## src/rtl/fill_pkg.sv

```systemverilog
package fill_pkg;

  typedef enum logic [1:0] {
    ST_IDLE = 2'd0,
    ST_RUN  = 2'd1,
    ST_FIN  = 2'd2
  } fill_state_e;

  // Strobes from control to datapath
  typedef struct packed {
    logic load;  // capture a new command
    logic step;  // one write taken, advance position
  } fill_strobe_t;

endpackage

```

## src/rtl/fill_dp.sv

```systemverilog
module fill_dp
  import fill_pkg::*;
#(
  parameter int XBITS    = 10,
  parameter int YBITS    = 9,
  parameter int CBITS    = 15,
  parameter int ABITS    = 4,
  parameter int RAW_BITS = 16
) (
  input  logic                   clk,
  input  logic                   rstN,
  input  fill_strobe_t           strb,
  input  logic [CBITS-1:0]       cmdColor,
  input  logic [RAW_BITS-1:0]    cmdX,
  input  logic [RAW_BITS-1:0]    cmdY,
  input  logic [RAW_BITS-1:0]    cmdW,
  input  logic [RAW_BITS-1:0]    cmdH,
  output logic                   isEmpty,
  output logic                   lastPix,
  output logic [XBITS+YBITS-1:0] addr,
  output logic [CBITS:0]         data
);
  localparam int WBITS = XBITS + 1;
  localparam logic [WBITS-1:0] ROUND  = WBITS'((1 << ABITS) - 1);
  localparam logic [XBITS-1:0] ALOWER = XBITS'((1 << ABITS) - 1);

  logic [XBITS-1:0] wMasked, startX;
  logic [WBITS-1:0] effW;
  logic [YBITS-1:0] effH, startY;

  always_comb begin
    wMasked = XBITS'(cmdW);
    effW    = ({1'b0, wMasked} + ROUND) & ~ROUND;
    effH    = YBITS'(cmdH);
    startX  = XBITS'(cmdX) & ~ALOWER;
    startY  = YBITS'(cmdY);
    isEmpty = (effW == '0) || (effH == '0);
  end

  logic [CBITS-1:0] colorReg;
  logic [XBITS-1:0] baseX, curX;
  logic [YBITS-1:0] curY, rowLeft;
  logic [WBITS-1:0] widthReg, colLeft;

  always_ff @(posedge clk or negedge rstN) begin
    if (!rstN) begin
      colorReg <= '0;
      baseX    <= '0;
      curX     <= '0;
      curY     <= '0;
      rowLeft  <= '0;
      widthReg <= '0;
      colLeft  <= '0;
    end else if (strb.load) begin
      colorReg <= cmdColor;
      baseX    <= startX;
      curX     <= startX;
      curY     <= startY;
      widthReg <= effW;
      colLeft  <= effW - 1'b1;
      rowLeft  <= effH - 1'b1;
    end else if (strb.step) begin
      if (colLeft == '0) begin
        colLeft <= widthReg - 1'b1;
        curX    <= baseX;
        curY    <= curY + 1'b1;
        rowLeft <= rowLeft - 1'b1;
      end else begin
        colLeft <= colLeft - 1'b1;
        curX    <= curX + 1'b1;
      end
    end
  end

  assign lastPix = (colLeft == '0) && (rowLeft == '0);
  assign addr    = {curY, curX};
  assign data    = {1'b0, colorReg};


  x_align_chk: assert property (@(posedge clk) disable iff (!rstN)
    strb.load |=> curX[ABITS-1:0] == '0);


  row_advance_chk: assert property (@(posedge clk) disable iff (!rstN)
    strb.step && colLeft == '0 && rowLeft != '0 |=>
      curY == $past(curY) + 1'b1 && curX == baseX);


  col_advance_chk: assert property (@(posedge clk) disable iff (!rstN)
    strb.step && colLeft != '0 |=>
      curX == $past(curX) + 1'b1 && curY == $past(curY));

endmodule

```

## src/rtl/fill_ctrl.sv

```systemverilog
module fill_ctrl
  import fill_pkg::*;
(
  input  logic         clk,
  input  logic         rstN,
  input  logic         cmdValid,
  input  logic         wrReady,
  input  logic         isEmpty,
  input  logic         lastPix,
  output logic         cmdReady,
  output logic         wrValid,
  output logic         fillDone,
  output fill_strobe_t strb
);
  fill_state_e state, nextState;

  assign cmdReady  = (state == ST_IDLE);
  assign wrValid   = (state == ST_RUN);
  assign fillDone  = (state == ST_FIN);
  assign strb.load = cmdReady && cmdValid;
  assign strb.step = wrValid && wrReady;

  always_comb begin
    nextState = state;
    unique case (state)
      ST_IDLE: if (cmdValid) nextState = isEmpty ? ST_FIN : ST_RUN;
      ST_RUN:  if (wrReady && lastPix) nextState = ST_FIN;
      ST_FIN:  nextState = ST_IDLE;
      default: nextState = ST_IDLE;
    endcase
  end

  always_ff @(posedge clk or negedge rstN) begin
    if (!rstN) state <= ST_IDLE;
    else       state <= nextState;
  end


  empty_done_chk: assert property (@(posedge clk) disable iff (!rstN)
    cmdValid && cmdReady && isEmpty |=> fillDone);


  done_pulse_chk: assert property (@(posedge clk) disable iff (!rstN)
    fillDone |=> !fillDone && cmdReady);


  busy_chk: assert property (@(posedge clk) disable iff (!rstN)
    cmdValid && cmdReady |=> !cmdReady);


  last_done_chk: assert property (@(posedge clk) disable iff (!rstN)
    wrValid && wrReady && lastPix |=> fillDone);

endmodule

```

## src/rtl/fill_rect_seq.sv

```systemverilog
module fill_rect_seq
  import fill_pkg::*;
#(
  parameter int XBITS    = 10,
  parameter int YBITS    = 9,
  parameter int CBITS    = 15,
  parameter int ABITS    = 4,
  parameter int RAW_BITS = 16
) (
  input  logic                   clk,
  input  logic                   rstN,
  input  logic                   cmdValid,
  output logic                   cmdReady,
  input  logic [CBITS-1:0]       cmdColor,
  input  logic [RAW_BITS-1:0]    cmdX,
  input  logic [RAW_BITS-1:0]    cmdY,
  input  logic [RAW_BITS-1:0]    cmdW,
  input  logic [RAW_BITS-1:0]    cmdH,
  output logic                   wrValid,
  input  logic                   wrReady,
  output logic [XBITS+YBITS-1:0] wrAddr,
  output logic [CBITS:0]         wrData,
  output logic                   fillDone
);
  fill_strobe_t strb;
  logic isEmpty, lastPix;

  fill_ctrl u_ctrl (
    .clk      (clk),
    .rstN     (rstN),
    .cmdValid (cmdValid),
    .wrReady  (wrReady),
    .isEmpty  (isEmpty),
    .lastPix  (lastPix),
    .cmdReady (cmdReady),
    .wrValid  (wrValid),
    .fillDone (fillDone),
    .strb     (strb)
  );

  fill_dp #(
    .XBITS(XBITS), .YBITS(YBITS), .CBITS(CBITS),
    .ABITS(ABITS), .RAW_BITS(RAW_BITS)
  ) u_dp (
    .clk      (clk),
    .rstN     (rstN),
    .strb     (strb),
    .cmdColor (cmdColor),
    .cmdX     (cmdX),
    .cmdY     (cmdY),
    .cmdW     (cmdW),
    .cmdH     (cmdH),
    .isEmpty  (isEmpty),
    .lastPix  (lastPix),
    .addr     (wrAddr),
    .data     (wrData)
  );


  hold_chk: assert property (@(posedge clk) disable iff (!rstN)
    wrValid && !wrReady |=> wrValid && $stable(wrAddr) && $stable(wrData));


  data_mask_chk: assert property (@(posedge clk) disable iff (!rstN)
    wrValid |-> !wrData[CBITS]);

endmodule

```

## config.mk

```make
export PLATFORM = sky130hd
export DESIGN_NAME = fill_rect_seq
export DESIGN_NICKNAME = d
export VERILOG_FILES = /design/src/rtl/fill_pkg.sv /design/src/rtl/fill_dp.sv /design/src/rtl/fill_ctrl.sv /design/src/rtl/fill_rect_seq.sv
export SDC_FILE = /design/constraint.sdc
export NUM_CORES = 1
export LEC_CHECK = 0
export BUFFER_PORTS_ARGS = -buffer_cell sky130_fd_sc_hd__buf_2
export CORE_ASPECT_RATIO = 0.6
export CORE_MARGIN = 2
export CORE_UTILIZATION = 45
export CTS_CLUSTER_SIZE = 14
export DETAILED_ROUTE_END_ITERATION = 8
export GPL_ROUTABILITY_DRIVEN = 0
export PLACE_DENSITY = 0.72
export SLEW_MARGIN = 20
export SYNTH_ARGS = -nofsm -noshare
export SYNTH_HDL_FRONTEND = slang
export SYNTH_HIERARCHICAL = 1
export SYNTH_SLANG_ARGS = --single-unit
```

## constraint.sdc

```tcl
create_clock -name clk -period 4.7 [get_ports clk]
set_clock_uncertainty 0.15 [all_clocks]
set_input_delay 0.47 -clock clk [delete_from_list [all_inputs] [get_ports clk]]
set_output_delay 0.47 -clock clk [all_outputs]
set_load 0.05 [all_outputs]
```

# ---- Yosys cells after proc, flatten, opt, wreduce, memory -nomap -nowiden
# Cells that the tools add are included.
dict set report totals {
  output_inout_bits 38
  wordCells 50
  ff_bits 69
}
dict set report classes {
  muxes 16
  addsub 8
  reduce_logical 14
  n_eq_ne 4
}
# cell n
set op_table {}
lappend op_table {{two-way mux 9 bit} 6}
lappend op_table {{two-way mux 11 bit} 3}
lappend op_table {{subtractor 11 x 1 -> 11 bit, second input constant} 3}
lappend op_table {{two-way mux 10 bit} 3}
lappend op_table {{logical NOT 11 bit} 2}
lappend op_table {{logical NOT 9 bit} 2}
lappend op_table {{subtractor 9 x 1 -> 9 bit, second input constant} 2}
lappend op_table {{adder 10 x 4 -> 11 bit, second input constant} 1}
lappend op_table {{adder 10 x 1 -> 10 bit, second input constant} 1}
lappend op_table {{adder 9 x 1 -> 9 bit, second input constant} 1}
lappend op_table {{two-way mux 2 bit} 3}
lappend op_table {{logical AND 1 bit} 4}
lappend op_table {{inequality test 2 bit, second input constant} 2}
lappend op_table {{one-hot mux 2 bit (2 select lines)} 1}
lappend op_table {{AND reduction 2 bit} 2}
lappend op_table {{nonzero test 2 bit} 2}
lappend op_table {{== test 2 x 1 -> 1 bit, second input constant} 1}
lappend op_table {{== test 2 bit, second input constant} 1}
lappend op_table {{logical NOT 2 bit} 1}
lappend op_table {{logical OR 1 bit} 1}

# ---- Depth between registers and ports, before layout
dict set report logic_depth {
  depth_word 6
  mapped_depth 11
  mapped_depth_nobuf 8
}

# ---- By module
# Netlist, hierarchy kept.
# module instances cells_per_inst area_each_um2
set modules_own_cells {}
lappend modules_own_cells {fill_dp 1 387 3792.4}
lappend modules_own_cells {fill_ctrl 1 12 117.6}

# ---- Worst setup path before layout
# No wires, ideal clock.
dict set report synth_timing {
  kind {reg2reg}
  from {register u_ctrl.state[1]}
  to {register u_dp.rowLeft[8]}
  path_slack_ns 1.328
  path_stages_with_launch 11
  t_arrival_ns 3.098
  t_required_ns 4.426
  setup_time_ns 0.124
  path_cell_list {dfrtp_1 -> nor2_2 -> and2_1 -> clkbuf_1 -> clkbuf_1 -> clkbuf_1 -> mux2i_1 -> ha_1 -> nand2_1 -> o21a_1 -> o31a_1}
}
# item line_no
set synth_lines {}
lappend synth_lines {{start, declared} fill_ctrl.sv:15} ;# fill_state_e state, nextState;
lappend synth_lines {{start signal, assigned} fill_ctrl.sv:35} ;# else state <= nextState;
lappend synth_lines {{end signal, assigned} fill_dp.sv:61} ;# rowLeft <= effH - 1'b1;
lappend synth_lines {{end signal, assigned} fill_dp.sv:67} ;# rowLeft <= rowLeft - 1'b1;
lappend synth_lines {{end, declared} fill_dp.sv:42} ;# logic [YBITS-1:0] curY, rowLeft;

# ---- Worst setup path in the final report
dict set report layout_timing {
  from {register u_dp.colLeft[0]}
  to {register u_dp.rowLeft[8]}
}
dict set report layout_between {
  elab_chain_len 3
}
# item line_no
set layout_rtl {}
lappend layout_rtl {{start, declared} fill_dp.sv:43} ;# logic [WBITS-1:0] widthReg, colLeft;
lappend layout_rtl {{start signal, assigned} fill_dp.sv:60} ;# colLeft <= effW - 1'b1;
lappend layout_rtl {{start signal, assigned} fill_dp.sv:64} ;# colLeft <= widthReg - 1'b1;
lappend layout_rtl {{start signal, assigned} fill_dp.sv:69} ;# colLeft <= colLeft - 1'b1;
lappend layout_rtl {{logical NOT 11 bit} fill_dp.sv:63} ;# if (colLeft == '0) begin
lappend layout_rtl {{nonzero test 2 bit (no line)} n/a}
lappend layout_rtl {{AND reduction 2 bit (no line)} n/a}
# No other way between the ends.
# A chain may end at the register's enable or synchronous reset.

==> flow_summary.json <==
{
  "status": "finished with violations",
  "violations": "negative hold slack",
  "r2r_start": "u_dp/colLeft[0]",
  "avgSynthCellArea_sq_um": 9.799,
  "hold_viol_final": 42,
  "synthArstFlopShare_pct": 100.0,
  "cts.htree.levels": 3,
  "yosys_register_bits": 69,
  "max_freq_ghz": 0.3728,
  "fin_cells": 599,
  "hpwlAfterDp_um": 6447,
  "grt_pass1_vias": 3185,
  "io_pins": 121,
  "syn-num-nets": 488,
  "cap_violations": 0,
  "die_w_um": 124.3,
  "r2r_setup_slack_ps": 2020,
  "r2r_end": "u_dp/rowLeft[8]",
  "drcViolationCount": 0,
  "crit_path_max_fanout": 12,
  "ant_nets": 0,
  "cts_tree": "done",
  "power.density_nw_per_um2": 674.5,
  "syn_area_sq_um": 3910,
  "area_growth_syn_to_layout_pct": 21.50,
  "grt_first_pass_wirelength_um": 15260,
  "routedWlPerCell_um": 14.98,
  "post-route-min-period_ps": 2683,
  "timing.hold.ws_ps": -40.46,
  "arrival_ps": 2760,
  "hold_class": "in -> async",
  "timing.final.ws_setup_ps": 2017,
  "worst_slew_pin_slew_ps": 620.7,
  "rsz0062_at_grt": "no",
  "ys_types": 56,
  "irDropWorstVdd_v": 0.0002190,
  "rr_worst_depth": 7,
  "vias": 3305,
  "vias_per_cell": 5.518,
  "dieArea_sq_um": 9475,
  "layout-drive-gt1-share_pct": 28.54,
  "synth_edf_count": 0,
  "clk_pin_slew_worst_paths_ps": 60,
  "slew_headroom_pct": 58.62,
  "cts_buffers": 9,
  "slew_viol_final": 0,
  "drt_wl_total_um": 8973,
  "track_usage_pct": 19.85,
  "pre_cts_ws_ps": 2026,
  "setup-tns-final_ps": 0,
  "nNetsFinal": 571,
  "final_common_cell": "buf_2",
  "yosys_warnings": 6,
  "start_kind": "flip-flop",
  "dp_cells": 583,
  "grt_max_degree": 56,
  "worstSkewPairLatency_ps": 340,
  "endpoint_kind": "flip-flop",
  "fp-row-count": 26,
  "antenna_found_initial": 0,
  "core_sq_um": 8458,
  "overflow": 0,
  "io_buffers": 89,
  "mostFrequentLayoutCells": "buf_2, dfrtp_1, nand2_1",
  "drt-pass1-iter-count": 5,
  "cts_buffer_depth": 2,
  "finalSetupViolations": 0,
  "post_cts_buffers": 0,
  "worstSetupPathType": "reg -> reg",
  "root_buffer": "clkbuf_16",
  "p_leak_nw": 2.002,
  "initialDrtViolationCount": 244,
  "cts.sinks": 69,
  "fp.dieH_um": 76.21,
  "critPathRequiredTime_ps": 4770,
  "postCtsHoldBufs": 0,
  "timing.final.crit_share_pct": 57.08,
  "start_util_pct": 46.23,
  "antenna_cells": 0,
  "ys_seq_area_share_pct": 44.16,
  "netlist_instances": 399,
  "yosys_most_used_dff": "dfrtp_1",
  "cts_resized": 0
}
[registers in the layout, summed over array words and instances (netlist names)]
name           flops
u_dp/widthReg      7
u_ctrl/state       2
u_dp/colorReg     15
u_dp/baseX         6
u_dp/curY          9
u_dp/rowLeft       9
u_dp/colLeft      11
u_dp/curX         10
[routing by layer]
layer | GRT usage (%) | wire, um | up-vias
met1 | 27.31 | 4305 | 1599
li1 | - | - | 1585
met2 | 29.45 | 3950 | 108
met3 | 7.374 | 602 | 13
met4 | 5.730 | 115 | 0
met5 | 0 | 0 | -
[power by group]
part | internal (mW) | switching (mW) | total (mW)
Combinational | 0.452 | 0.907 | 1.36
Clock | 0.439 | 0.261 | 0.700
Sequential | 0.871 | 0.274 | 1.14
[final cells by class]
type                            count  area, sq um
Sequential cell                    69         1727
Inverter                            7        26.28
Clock inverter                      5        58.81
Clock buffer                       11        252.7
Timing Repair Buffer               92        470.5
Multi-Input combinational cell    303         2076
Tap cell                          112        140.1
Fill cell                         767         3707
[cell usage after synthesis (12+ instances only)]
library cell,number,area (sq um)
xor2_1,23,201.4
mux2_2,21,236.5
nor2_1,27,101.4
o21ai_0,15,75.07
clkbuf_1,15,56.30
xnor2_1,24,210.2
nand2_1,38,142.6
dfrtp_1,69,1727
nor3_1,19,95.09
a21oi_1,19,95.09
nand3_1,14,70.07
mux2i_1,12,120.1
[stage by stage]
stage | power, mW | util [%] | instance area, sq um
after floorplan | 2.150 | - | 3910
after global placement | 2.453 | 52.46 | 4437
after detailed placement | 2.509 | 52.46 | 4437
after CTS | 3.222 | 56.14 | 4748
after global routing | 3.393 | 56.17 | 4751
final | 3.204 | 56.17 | 4751
[cells by family (layout without fill, tap and decap cells)]
| logic type | count (synthesis) | count (layout) | share of synthesized area (%) |
|---|---|---|---|
| AND/OR/NAND/NOR | 150 | 150 | 20.70 |
| buffers and inverters | 27 | 115 | 2.816 |
| XOR/XNOR | 47 | 47 | 10.53 |
| other | 1 | 1 | 0.09591 |
| AO/OA/AOI/OAI | 66 | 66 | 10.66 |
| adder cells (fa/ha/maj) | 6 | 6 | 1.920 |
| flip-flops | 69 | 69 | 44.16 |
| multiplexers | 33 | 33 | 9.120 |
[worst max path at each step]
stage                      end  slack, ps            start
6_report       u_dp/rowLeft[8]       2020  u_dp/colLeft[0]
5_1_grt        u_dp/rowLeft[4]       1850  u_ctrl/state[1]
4_1_cts        u_dp/rowLeft[8]       2010  u_dp/colLeft[0]
2_1_floorplan  u_dp/rowLeft[8]       1330  u_ctrl/state[1]
3_3_place_gp   u_dp/rowLeft[8]       2070  u_dp/colLeft[0]
3_5_place_dp   u_dp/rowLeft[8]       2030  u_dp/colLeft[0]
[critical path, stage by stage (launching register included)]
cell     delay [ps]
dfrtp_1         400
inv_1           100
ha_1            200
nor4b_4         430
and4_1          620
nand2_1         190
o21a_1          200
o31a_1          270
No activity file was read; power rests on OpenSTA's default activity.
